<file path="config.mk">
export PLATFORM = sky130hd
export DESIGN_NAME = phase_turnaround_seq
export DESIGN_NICKNAME = d
export VERILOG_FILES = /design/src/rtl/phase_turnaround_seq.sv
export SDC_FILE = /design/constraint.sdc
export NUM_CORES = 1
export LEC_CHECK = 0
export CORE_MARGIN = 3
export CORE_UTILIZATION = 52
export DETAILED_ROUTE_END_ITERATION = 6
export PLACE_DENSITY = 0.77
export SYNTH_ARGS = -nofsm -noshare
export SYNTH_HDL_FRONTEND = slang
export SYNTH_SLANG_ARGS = --single-unit
</file>
<file path="constraint.sdc">
create_clock -name clk -period 1.6 [get_ports clk]
set_input_delay 0.32 -clock clk [delete_from_list [all_inputs] [get_ports clk]]
set_output_delay 0.32 -clock clk [all_outputs]
set_load 0.01 [all_outputs]
</file>
<file path="src/rtl/phase_turnaround_seq.sv">
module phase_turnaround_seq #(
  parameter int REL_CYC    = 4,
  parameter int SETTLE_CYC = 3
) (
  input  logic       clk,
  input  logic       rst_n,
  input  logic       phase_go,
  input  logic [2:0] phase_sel,
  input  logic       xfer_end,
  output logic       msg_o,
  output logic       cd_o,
  output logic       io_o,
  output logic       db_oe,
  output logic       req_o,
  output logic       ready
);
  localparam int TURN_CYC = REL_CYC + SETTLE_CYC;
  localparam int CW = $clog2(TURN_CYC + 2);
  localparam logic [CW-1:0] TURN_LD   = CW'(TURN_CYC);
  localparam logic [CW-1:0] SETTLE_LD = CW'(SETTLE_CYC);
  localparam logic [CW-1:0] AGE_MAX   = CW'(TURN_CYC + 1);

  typedef enum logic [1:0] {S_IDLE, S_DROP, S_TURN, S_SETTLE} st_t;

  st_t          st;
  logic [2:0]   ph, nxt;
  logic [CW-1:0] cnt;
  logic         take;

  assign {msg_o, cd_o, io_o} = ph;
  assign take  = (st == S_IDLE) && phase_go && !req_o;
  assign ready = (st == S_IDLE) && req_o;

  always_ff @(posedge clk or negedge rst_n) begin
    if (!rst_n) begin
      st    <= S_IDLE;
      ph    <= '0;
      nxt   <= '0;
      cnt   <= '0;
      db_oe <= 1'b0;
      req_o <= 1'b0;
    end else begin
      unique case (st)
        S_IDLE: begin
          if (take) begin
            nxt <= phase_sel;
            if (ph[0] && !phase_sel[0]) begin
              db_oe <= 1'b0;
              st    <= S_DROP;
            end else if (!ph[0] && phase_sel[0]) begin
              ph  <= phase_sel;
              cnt <= TURN_LD;
              st  <= S_TURN;
            end else begin
              ph  <= phase_sel;
              cnt <= SETTLE_LD;
              st  <= S_SETTLE;
            end
          end else if (xfer_end && req_o) begin
            req_o <= 1'b0;
          end
        end
        S_DROP: begin
          ph  <= nxt;
          cnt <= SETTLE_LD;
          st  <= S_SETTLE;
        end
        S_TURN: begin
          if (cnt == '0) begin
            db_oe <= 1'b1;
            cnt   <= SETTLE_LD;
            st    <= S_SETTLE;
          end else begin
            cnt <= cnt - 1'b1;
          end
        end
        S_SETTLE: begin
          if (cnt == '0) begin
            req_o <= 1'b1;
            st    <= S_IDLE;
          end else begin
            cnt <= cnt - 1'b1;
          end
        end
        default: st <= S_IDLE;
      endcase
    end
  end

  logic [CW-1:0] io_age;
  always_ff @(posedge clk or negedge rst_n) begin
    if (!rst_n)                io_age <= '0;
    else if (!io_o)            io_age <= '0;
    else if (io_age != AGE_MAX) io_age <= io_age + 1'b1;
  end

  p_req_frozen_r3: assert property (@(posedge clk) disable iff (!rst_n)
    $changed(req_o) && req_o |-> $past(st) == S_SETTLE);

  p_req_idle_only_r3: assert property (@(posedge clk) disable iff (!rst_n)
    (st == S_TURN || st == S_DROP) |=> $stable(req_o));

  p_phase_hold_r4: assert property (@(posedge clk) disable iff (!rst_n)
    req_o && $past(req_o) |-> $stable(ph));

  p_oe_delay_r5: assert property (@(posedge clk) disable iff (!rst_n)
    $rose(db_oe) |-> io_age == AGE_MAX);

  p_oe_first_r6: assert property (@(posedge clk) disable iff (!rst_n)
    $fell(io_o) |-> !db_oe && !$past(db_oe));

  p_oe_needs_io_r6: assert property (@(posedge clk) disable iff (!rst_n)
    db_oe |-> io_o);

  p_settle_lines_r8: assert property (@(posedge clk) disable iff (!rst_n)
    (st == S_SETTLE) |=> $stable(ph));

  p_ready_rise_r10: assert property (@(posedge clk) disable iff (!rst_n)
    $rose(ready) |-> $rose(req_o));
endmodule

</file>
== After elaboration in Yosys (flattened, before gate mapping) ==
Index checks and enable logic that the tools add are counted.

* Bits in registers: 14
* Input port bits: 7
* Logic and storage cells: 60

* Add/sub/neg operators: 1
* Equality and inequality tests: 11
* Muxes and demuxes: 22
* Reductions and logical operators: 20

{| class="wikitable"
|+ Operators by type and width
! kind !! number
|-
| 2-to-1 mux 4 bit || 4
|-
| case mux 4 bit (4 select lines) || 1
|-
| inequality test 2 bit (second input constant) || 6
|-
| 2-to-1 mux 3 bit || 3
|-
| AND reduction 3 bit || 3
|-
| 2-to-1 mux 2 bit || 4
|-
| case mux 2 bit (4 select lines) || 1
|-
| AND reduction 4 bit || 2
|-
| logical AND 1 bit || 6
|-
| 2-to-1 mux 1 bit || 6
|-
| case mux 3 bit (2 select lines) || 1
|-
| nonzero test 2 bit || 3
|-
| equality test 2 bit (second input constant) || 2
|-
| zero test 4 bit || 1
|-
| inequality test 2 x 1 -> 1 bit (second input constant) || 2
|-
| case mux 1 bit (2 select lines) || 2
|-
| subtractor 4 x 1 -> 4 bit (second input constant) || 1
|-
| zero test 1 bit || 3
|-
| equality test 2 x 1 -> 1 bit (second input constant) || 1
|-
| zero test 2 bit || 1
|-
| AND reduction 2 bit || 1
|}

== Depth between registers and ports, before layout ==
Gate-level depths: netlist of the first run.

* Word-level depth: 6
* Mapped depth: 7
* Mapped depth without buffers: 6

== Worst setup path before layout of the first run ==
No wires, ideal clock.

* Path type: reg-to-output
* From: register st[1]
* To: output ready
* Arrival time: 1.113 ns
* Data required time: 1.280 ns
* Slack: 0.167 ns
* Cell stages (with the launch flop): 6
* Path buffers: 2
* Cells stage by stage: dfrtp_1 -> inv_1 -> ha_1 -> buf_4 -> buf_6 -> and2_1

* Word-level cells in the longest chain between the ends: 2

{| class="wikitable"
|+ Ends and longest elaborated chain
! element !! line !! text
|-
| start, declared || 25 || <nowiki>st_t st;</nowiki>
|-
| start signal, assigned || 36 || <nowiki>st <= S_IDLE;</nowiki>
|-
| start signal, assigned || 49 || <nowiki>st <= S_DROP;</nowiki>
|-
| start signal, assigned || 53 || <nowiki>st <= S_TURN;</nowiki>
|-
| zero test 2 bit || 32 || <nowiki>assign ready = (st == S_IDLE) && req_o;</nowiki>
|-
| logical AND 1 bit || 32 ||
|-
| end, declared || 15 || <nowiki>output logic ready</nowiki>
|}

Every way passes these cells.

== Worst setup path in the final report of the first run ==
* From: register db_oe
* To: output db_oe

{| class="wikitable"
|+ RTL lines
! element !! line !! text
|-
| start, declared || 13 || <nowiki>output logic db_oe,</nowiki>
|-
| start signal, assigned || 40 || <nowiki>db_oe <= 1'b0;</nowiki>
|-
| start signal, assigned || 48 || <nowiki>db_oe <= 1'b0;</nowiki>
|-
| start signal, assigned || 70 || <nowiki>db_oe <= 1'b1;</nowiki>
|}

No word-level cell between the ends.

==> results of run 1 <==
flip-flops by register name (all words and copies together), names as in the netlist:
signal,cells
cnt,4
nxt,3
ph,3
st,2
db_oe,1
req_o,1
layer usage:
layer	wire length [um]	up-vias	track usage, %
li1	-	417	-
met4	57	0	11.3
met3	70	8	4.14
met2	1190	16	39.6
met5	0	-	0
met1	913	420	27.5
through the flow:
step | hold WS, ns | power, W | instance area, um^2
2_1_floorplan | 0.0244 | 0.00163 | 907
3_3_place_gp | 0.463 | 0.00208 | 1130
3_5_place_dp | 0.464 | 0.00215 | 1130
4_1_cts | 0.347 | 0.00244 | 1180
5_1_grt | 0.357 | 0.00278 | 1220
6_report | 0.336 | 0.00257 | 1220
power by group through the flow:
stage	clock [W]	combinational (W)	sequential, W
global route	0.000286	0.00185	0.000645
global placement	0	0.00145	0.000636
detailed placement	0	0.00151	0.000642
finish	0.000267	0.00167	0.000631
CTS	0.000271	0.00155	0.000626
floorplan	0	0.000970	0.000662
worst min-delay path by stage:
stage,from,to,slack [ns],depth (start not counted)
final,rst_n,cnt[2],0.34,2
after global routing,rst_n,cnt[3],0.36,2
after CTS,rst_n,cnt[3],0.35,2
after detailed placement,nxt[0],nxt[0],0.46,2
after global placement,nxt[0],nxt[0],0.46,2
after floorplan,rst_n,cnt[0],0.02,0
final cells by class:
class	count	area [um^2]
multi-input combinational	74	532
tap	16	20.0
clock buffer	4	36.3
inverter	7	26.3
timing repair buffer	29	253
fill	109	359
sequential	14	350
kinds of logic (layout without fill, tap and decap cells):
kind of cell	count (synthesis)	after routing	share of synthesized area (%)
AO/OA/AOI/OAI	31	31	24.6
XOR/XNOR	1	1	0.966
adder cells (fa/ha/maj)	6	6	8.28
buffers and inverters	9	40	4.97
flip-flops	14	14	38.6
AND/OR/NAND/NOR	36	36	22.6
timing repair:
action                     CTS  global route
setup endpoints to repair    3            11
gates resized for setup      4            12
buffers inserted             1             3
cell usage in the layout (no fill, tap or decap), drive strengths merged:
cell type and instances:
nand2 13, a32o 1, ha 6, clkdlybuf4s50 10, o21a 1, a2bb2oi 1, buf 18, o211ai 1
dlymetal6s2s 1, a21boi 1, inv 7, clkbuf 4, a31oi 1, o31ai 1, nor3 2, and3b 1
a22o 1, nand2b 2, nand3b 1, o22ai 1, o21ai 9, nand3 5, xor2 1, dfrtp 14
nor2 5, a21oi 6, nand4b 2, a211oi 2, o41ai 1, o32a 2, a22oi 1, o221ai 1
and2 1, nor3b 1, nor2b 3
==> metrics, run 1 <==
status=finished clean; crit end category=primary output; post-synthesis cell type count=38; reg2reg start=cnt[1]; DIE HEIGHT=47.8 um; CP bufs+invs=1; top_reg_cell synth=dfrtp_1; Routed WL per cell=15.5 um; crit path DAT=1.23 ns; final setup fails=0; antenna-violating nets left=0; fin. max-slew vios=0; Period minus WS final=1.55 ns; fin nets=142; die area=2280 um^2; CTS tree=yes; Iteration-0 DRC Markers=37; Yosys top cell area share=38.6%; GRT Overall Usage=23.1%; vias in the first global route=840; Sw Share=42.8%; Gate power share=65.0%; fin util=77.2%; Slew @ Worst Pin=0.306 ns; Synth Warn #=0; Sum Neg Setup Slack=0 ns; total of max-cap violations=0; Seq/Total Area, Yosys=38.6%; Syn-to-layout area delta=34.2%; largest net degree at the start of global routing=18; sequential share of power=24.6%; Hold Violations, Final=0; Switch Pwr=0.00110 W; Avg Vias per Cell=5.98; DRT Pass-1 Iters=4; Placement Setup Slack=-0.0637 ns; I/O Buffers=12; Max stage delay on crit path=0.55 ns; Total Wirelength=2.23 mm; DP HPWL=1.67 mm; total congestion overflow=0; H-tree depth=1; critical path type=reg -> out; Synth Instances=97; Final Non-Filler Cells=144; core area=1580 um^2; clock power share=10.4%; asr flop ratio synth=100%; n_diodes=0; R2R depth=7; placer congestion estimate=0.811; final worst slack=0.0547 ns; Worst Hold Class=in -> async; clock root cell=clkbuf_4; Critical Path End=db_oe; clock tree buffer depth=2; placed insts=136; syn avg cell area=9.35 um^2; clock latency on the worst-skew pair=0.29 ns; skew final=0.00618 ns; Residual DRC=0; initial antenna violation count=0; top-level I/O count=13; post-synthesis cell area=907 um^2; Crit. Startpoint=db_oe; die width=47.8 um; CTS Buf Count=3; P_int=0.00147 W; area leader, netlist=dfrtp_1; Final period util=96.6%; Initial Util=57.5%; vias=861; peak supply drop=1320 uV; CTS Sinks=14; row cnt=14; Leak=0.565 nW; Critical-path top delay cell=clkdlybuf4s50_1; Peak Freq=647 MHz; top cells by area, synth=dfrtp_1 39%, ha_1 8.3%, nand2_1 5.4%; layout cells sized above 1=28.9%; PwrDens=2110 nW/um^2; number of enable flip-flop cells after synthesis=0; flops & latches, synth=14; max_slew headroom=79.6%; Worst setup SP type=flop; CTS hold repair buffers=0; CP Cell Sequence=clkdlybuf4s50_1; CP top delay family=buffers and inverters; FF-to-FF setup slack=0.07 ns; required time worst endpoint=1.28 ns; most frequent cells after synthesis=14 x dfrtp_1, 13 x nand2_1, 7 x inv_1; first-pass GRT wire length=3.67 mm; Net Count, Synth=110; crit path max fanout=3; Levels on crit path=1; count leader, synth=dfrtp_1; Critical R2R Capture=cnt[1]; Clock transition at path regs=0.09 ns
Power figures use the tool's default switching activity.
==> run 2: changes to the inputs <==
--- a/config.mk
+++ b/config.mk
@@ -6,9 +6,9 @@
 export NUM_CORES = 1
 export LEC_CHECK = 0
 export CORE_MARGIN = 3
-export CORE_UTILIZATION = 52
+export CORE_UTILIZATION = 55
 export DETAILED_ROUTE_END_ITERATION = 6
-export PLACE_DENSITY = 0.77
+export PLACE_DENSITY = 0.8
 export SYNTH_ARGS = -nofsm -noshare
 export SYNTH_HDL_FRONTEND = slang
 export SYNTH_SLANG_ARGS = --single-unit
==> constraint.sdc (replaced) <==
create_clock -name clk -period 1.9 [get_ports clk]
set_input_delay 0.38 -clock clk [delete_from_list [all_inputs] [get_ports clk]]
set_output_delay 0.38 -clock clk [all_outputs]
set_load 0.01 [all_outputs]
==> run 2 against run 1 <==
  * Global-route usage is 3.5 points lower
  * Hold slack better by 0.14 ns
  * Worst setup slack better by 0.087 ns
  * Clock power is 19% lower
  * Largest cell class unchanged
==> metrics, run 2 (synthesized netlist as in run 1, its figures left out) <==
Period minus WS final=1.76 ns; max_slew headroom=59.9%; commonest non-fill, non-tap cell in the layout=dfrtp_1; critical path type=reg -> out; CTS tree=yes; vias in the first global route=687; Routed WL per cell=14.0 um; final instance area=1090 um^2; row cnt=14; placed insts=127; top-level I/O count=13; peak supply drop=901 uV; status=finished clean; most frequent cells in the layout=14 x dfrtp_1, 13 x nand2_1, 11 x clkdlybuf4s50_1, 7 x inv_1, 6 x ha_1; placed cell area=1060 um^2; R2R depth=7; H-tree depth=1; DP HPWL=1.41 mm; final setup fails=0; max FFs per register=4; Clock transition at path regs=0.09 ns; die area=2170 um^2; crit path max fanout=3; FF-to-FF setup slack=0.20 ns; fin. max-slew vios=0; die width=46.6 um; Peak Freq=569 MHz; initial antenna violation count=0; Worst setup SP type=flop; Syn-to-layout area delta=20.6%; Final period util=92.6%; Leak=0.496 nW; skew final=0.00134 ns; placer congestion estimate=0.804; DR top layer=met4; M1 WL=887 um; biggest regs=cnt x4, nxt x3, ph x3; Hold Violations, Final=0; total of max-cap violations=0; Residual DRC=0; CTS Sinks=14; first-pass GRT wire length=3.05 mm; RSZ-0062 raised after global routing=false; Avg Vias per Cell=5.93; Slew @ Worst Pin=0.599 ns; Worst Hold Class=in -> async; Sum Neg Setup Slack=0 ns; crit path DAT=1.38 ns; CTS hold repair buffers=0; fin nets=129; met2 WL=854 um; Final Non-Filler Cells=131; Most flops, register=cnt; CTS Buf Count=3; Critical R2R Capture=ph[0]; DRT Pass-1 Iters=4; n_diodes=0; PwrDens=1730 nW/um^2; crit end category=primary output; largest net degree at the start of global routing=20; required time worst endpoint=1.52 ns; I/O Buffers=12; Initial Util=59.5%; core area=1520 um^2; clock tree buffer depth=2; clock latency on the worst-skew pair=0.28 ns; layout cells sized above 1=13.9%; vias=777; Iteration-0 DRC Markers=13; GRT Overall Usage=19.6%; reg2reg start=st[0]; clock root cell=clkbuf_4; total congestion overflow=0; antenna-violating nets left=0; routed length on met3=78 um; DIE HEIGHT=46.6 um; Total Wirelength=1.84 mm
==> run 2: cell count changes in the layout (fill, tap and decap cells not counted), moves of 2 or more <==
cell | previous run | this run
buf_4 | 15 | 4
buf_6 | 2 | 0
ha_1 | 2 | 6
ha_2 | 4 | 0
inv_1 | 4 | 7
inv_2 | 3 | 0
nor2_2 | 0 | 2
nor2_4 | 2 | 0
==> run 2: repair_timing <==
action / 4_1_cts / 5_1_grt
endpoints found under the setup margin: 1 / 0
setup buffers: 0 / 0
resized for setup: 1 / 0
==> run 2: worst max-delay path, cell delays in order (launching register included) <==
cell and delay, ns:
dfrtp_1 0.41, inv_1 0.07, ha_1 0.21, and2_1 0.14, dlygate4sd2_1 0.28
==> run 2: where the power goes <==
group          leakage (nW)  switching (W)  internal [W]  total (W)
Sequential            0.173       0.000118      0.000434   0.000553
Clock                0.0210      0.0000980      0.000117   0.000215
Combinational         0.301       0.000607      0.000520    0.00113
==> run 2: layer usage <==
layer | vias to the layer above | global-route usage [%]
li1 | 390 | -
met1 | 361 | 26.5
met2 | 22 | 31.0
met3 | 4 | 3.52
met4 | 0 | 6.63
met5 | - | 0
==> run 2: area by class of cell <==
class / instances / area [um^2]
timing repair buffer: 16 / 149
multi-input combinational: 74 / 512
clock buffer: 4 / 36.3
tap: 16 / 20.0
sequential: 14 / 350
fill: 126 / 430
inverter: 7 / 26.3
==> run 2: worst max path at each step <==
stage                             from  endpoint  depth (start not counted)
after floorplan                  st[1]     ready                          5
after global placement    phase_sel[0]    cnt[2]                          5
after detailed placement      phase_go     ph[0]                          5
after CTS                        st[0]     ready                          4
after global routing             st[1]     ph[0]                          7
final                            st[0]     ready                          4
==> run 2: per-stage QoR <==
stage | setup slack [ns] | power, W | utilization (%) | hold slack, ns
CTS | 0.140 | 0.00190 | 71.8 | 0.493
floorplan | 0.407 | 0.00137 | - | 0.0844
global placement | 0.191 | 0.00166 | 69.5 | 0.467
detailed placement | 0.162 | 0.00169 | 69.5 | 0.473
global route | 0.0230 | 0.00206 | 71.8 | 0.513
finish | 0.141 | 0.00189 | 71.8 | 0.473
==> run 3: changes to the inputs <==
--- a/config.mk
+++ b/config.mk
@@ -6,9 +6,9 @@
 export NUM_CORES = 1
 export LEC_CHECK = 0
 export CORE_MARGIN = 3
-export CORE_UTILIZATION = 55
+export CORE_UTILIZATION = 24
 export DETAILED_ROUTE_END_ITERATION = 6
-export PLACE_DENSITY = 0.8
+export SLEW_MARGIN = 25
 export SYNTH_ARGS = -nofsm -noshare
 export SYNTH_HDL_FRONTEND = slang
 export SYNTH_SLANG_ARGS = --single-unit
==> run 3 against run 2 <==
  * Clock power up 37%
  * Hold slack worse by 0.037 ns
  * Clock skew about the same
  * Fmax up 3.8%
  * Critical endpoint unchanged
  * Wire length up 11%
  * Total power up 4.4%
  * Non-clock buffer count unchanged
  * Worst setup slack better by 0.065 ns
  * Cell count up 23%
  * Largest cell class unchanged
==> metrics, run 3 (synthesized netlist as in run 1, its figures left out) <==
fillers=368; Critical R2R Capture=ph[0]; Slew @ Worst Pin=0.362 ns; Crit. Startpoint=st[0]; CTS hold repair buffers=0; Leak=0.504 nW; Sum Neg Setup Slack=0 ns; DRT Pass-1 Iters=4; fin. max-slew vios=0; required time worst endpoint=1.52 ns; largest net degree at the start of global routing=20; most frequent cells in the layout=14 x dfrtp_1, 13 x nand2_1, 11 x clkdlybuf4s50_1, 7 x inv_1, 6 x ha_1; Clock transition at path regs=0.06 ns; CTS Buf Count=3; Peak Freq=590 MHz; RSZ-0062 raised after global routing=false; Most flops, register=cnt; total congestion overflow=0; initial antenna violation count=0; first-pass GRT wire length=3.51 mm; clock root cell=clkbuf_8; clock tree buffer depth=2; Residual DRC=0; DIE HEIGHT=67.5 um; Total Wirelength=2.04 mm; final setup fails=0; crit path max fanout=3; CP bufs+invs=2; Power Total=0.00198 W; clock latency on the worst-skew pair=0.25 ns; DP HPWL=1.56 mm; peak supply drop=644 uV; Max stage delay on crit path=0.37 ns; commonest non-fill, non-tap cell in the layout=dfrtp_1; placer congestion estimate=0.812; status=finished clean; PwrDens=1720 nW/um^2; CP top delay family=flip-flops; R2R depth=7; skew final=0.00176 ns; top-level I/O count=13; max FFs per register=4; vias in the first global route=788; Placement Setup Slack=0.136 ns; met2 Use GR=16.4%; placed cell area=1100 um^2; biggest regs=cnt x4, nxt x3, ph x3; FF-to-FF setup slack=0.22 ns; GRT Overall Usage=10.5%; Critical-path top delay cell=dfrtp_1; Worst Hold Class=in -> async; Syn-to-layout area delta=26.8%; H-tree depth=1; n_diodes=0; crit end category=primary output; total of max-cap violations=0; layout cells sized above 1=13.9%; Final Non-Filler Cells=161; antenna-violating nets left=0; Period minus WS final=1.69 ns; crit path DAT=1.31 ns; Worst setup SP type=flop; Critical Path End=ready; CTS Sinks=14; final instance area=1150 um^2; Avg Vias per Cell=4.89; die width=67.5 um; placed insts=157; critical path type=reg -> out; max_slew headroom=75.9%; final worst slack=0.206 ns; fin nets=129; reg2reg start=st[1]; Routed WL per cell=12.7 um; Initial Util=26.0%; CTS tree=yes; CP Cell Sequence=inv_1 > ha_1 > and2_1 > dlygate4sd2_1; row cnt=21; die area=4550 um^2; Levels on crit path=4; GR Util met3=1.66%; Final period util=89.1%; Iteration-0 DRC Markers=23; core area=3490 um^2; Hold Violations, Final=0; I/O Buffers=12; GRT busiest layer=met2; met1 Track Usage GR=13.4%; vias=788
-- run 3: power by group --
part | leakage [nW] | internal [W] | total [W] | switching (W)
Combinational | 0.302 | 0.000519 | 0.00113 | 0.000611
Clock | 0.0288 | 0.000184 | 0.000294 | 0.000110
Sequential | 0.173 | 0.000435 | 0.000553 | 0.000118
Total | 0.504 | 0.00114 | 0.00198 | 0.000839
-- run 3: through the flow --
stage	utilization [%]	hold WS, ns
floorplan	-	0.0844
global placement	31.4	0.465
detailed placement	31.4	0.468
CTS	32.9	0.448
global route	32.9	0.462
finish	32.9	0.437
-- run 3: metal layers --
metal,vias up,wire length (um)
met4,0,55
met2,21,941
met3,5,83
met1,378,962
met5,-,0
li1,384,-
-- run 3: layout make-up --
type / count / area [um^2] / area share, %
Timing Repair Buffer: 16 / 149 / 12.9
Tap cell: 46 / 57.6 / 5.01
Inverter: 7 / 26.3 / 2.29
Clock buffer: 4 / 55.1 / 4.79
Sequential cell: 14 / 350 / 30.5
Multi-Input combinational cell: 74 / 512 / 44.5
-- run 3: worst reg2reg max path: stages (launching register included) --
cell      delay [ns]
dfrtp_1         0.37
inv_1           0.11
ha_1            0.18
buf_4           0.23
and3b_1         0.28
nand2_1         0.11
a21boi_1        0.15
o221ai_1        0.13
-- run 3: repair_timing --
item                       4_1_cts  5_1_grt
resized for setup                1        0
setup endpoints to repair        1        0
buffers inserted                 0        0
-- run 3: worst min-delay path by stage --
stage | depth (start not counted) | slack (ns) | startpoint | to
after floorplan | 0 | 0.08 | rst_n | cnt[0]
after global placement | 2 | 0.46 | nxt[1] | nxt[1]
after detailed placement | 2 | 0.47 | nxt[0] | nxt[0]
after CTS | 2 | 0.45 | rst_n | req_o
after global routing | 2 | 0.46 | rst_n | db_oe
final | 2 | 0.44 | rst_n | req_o
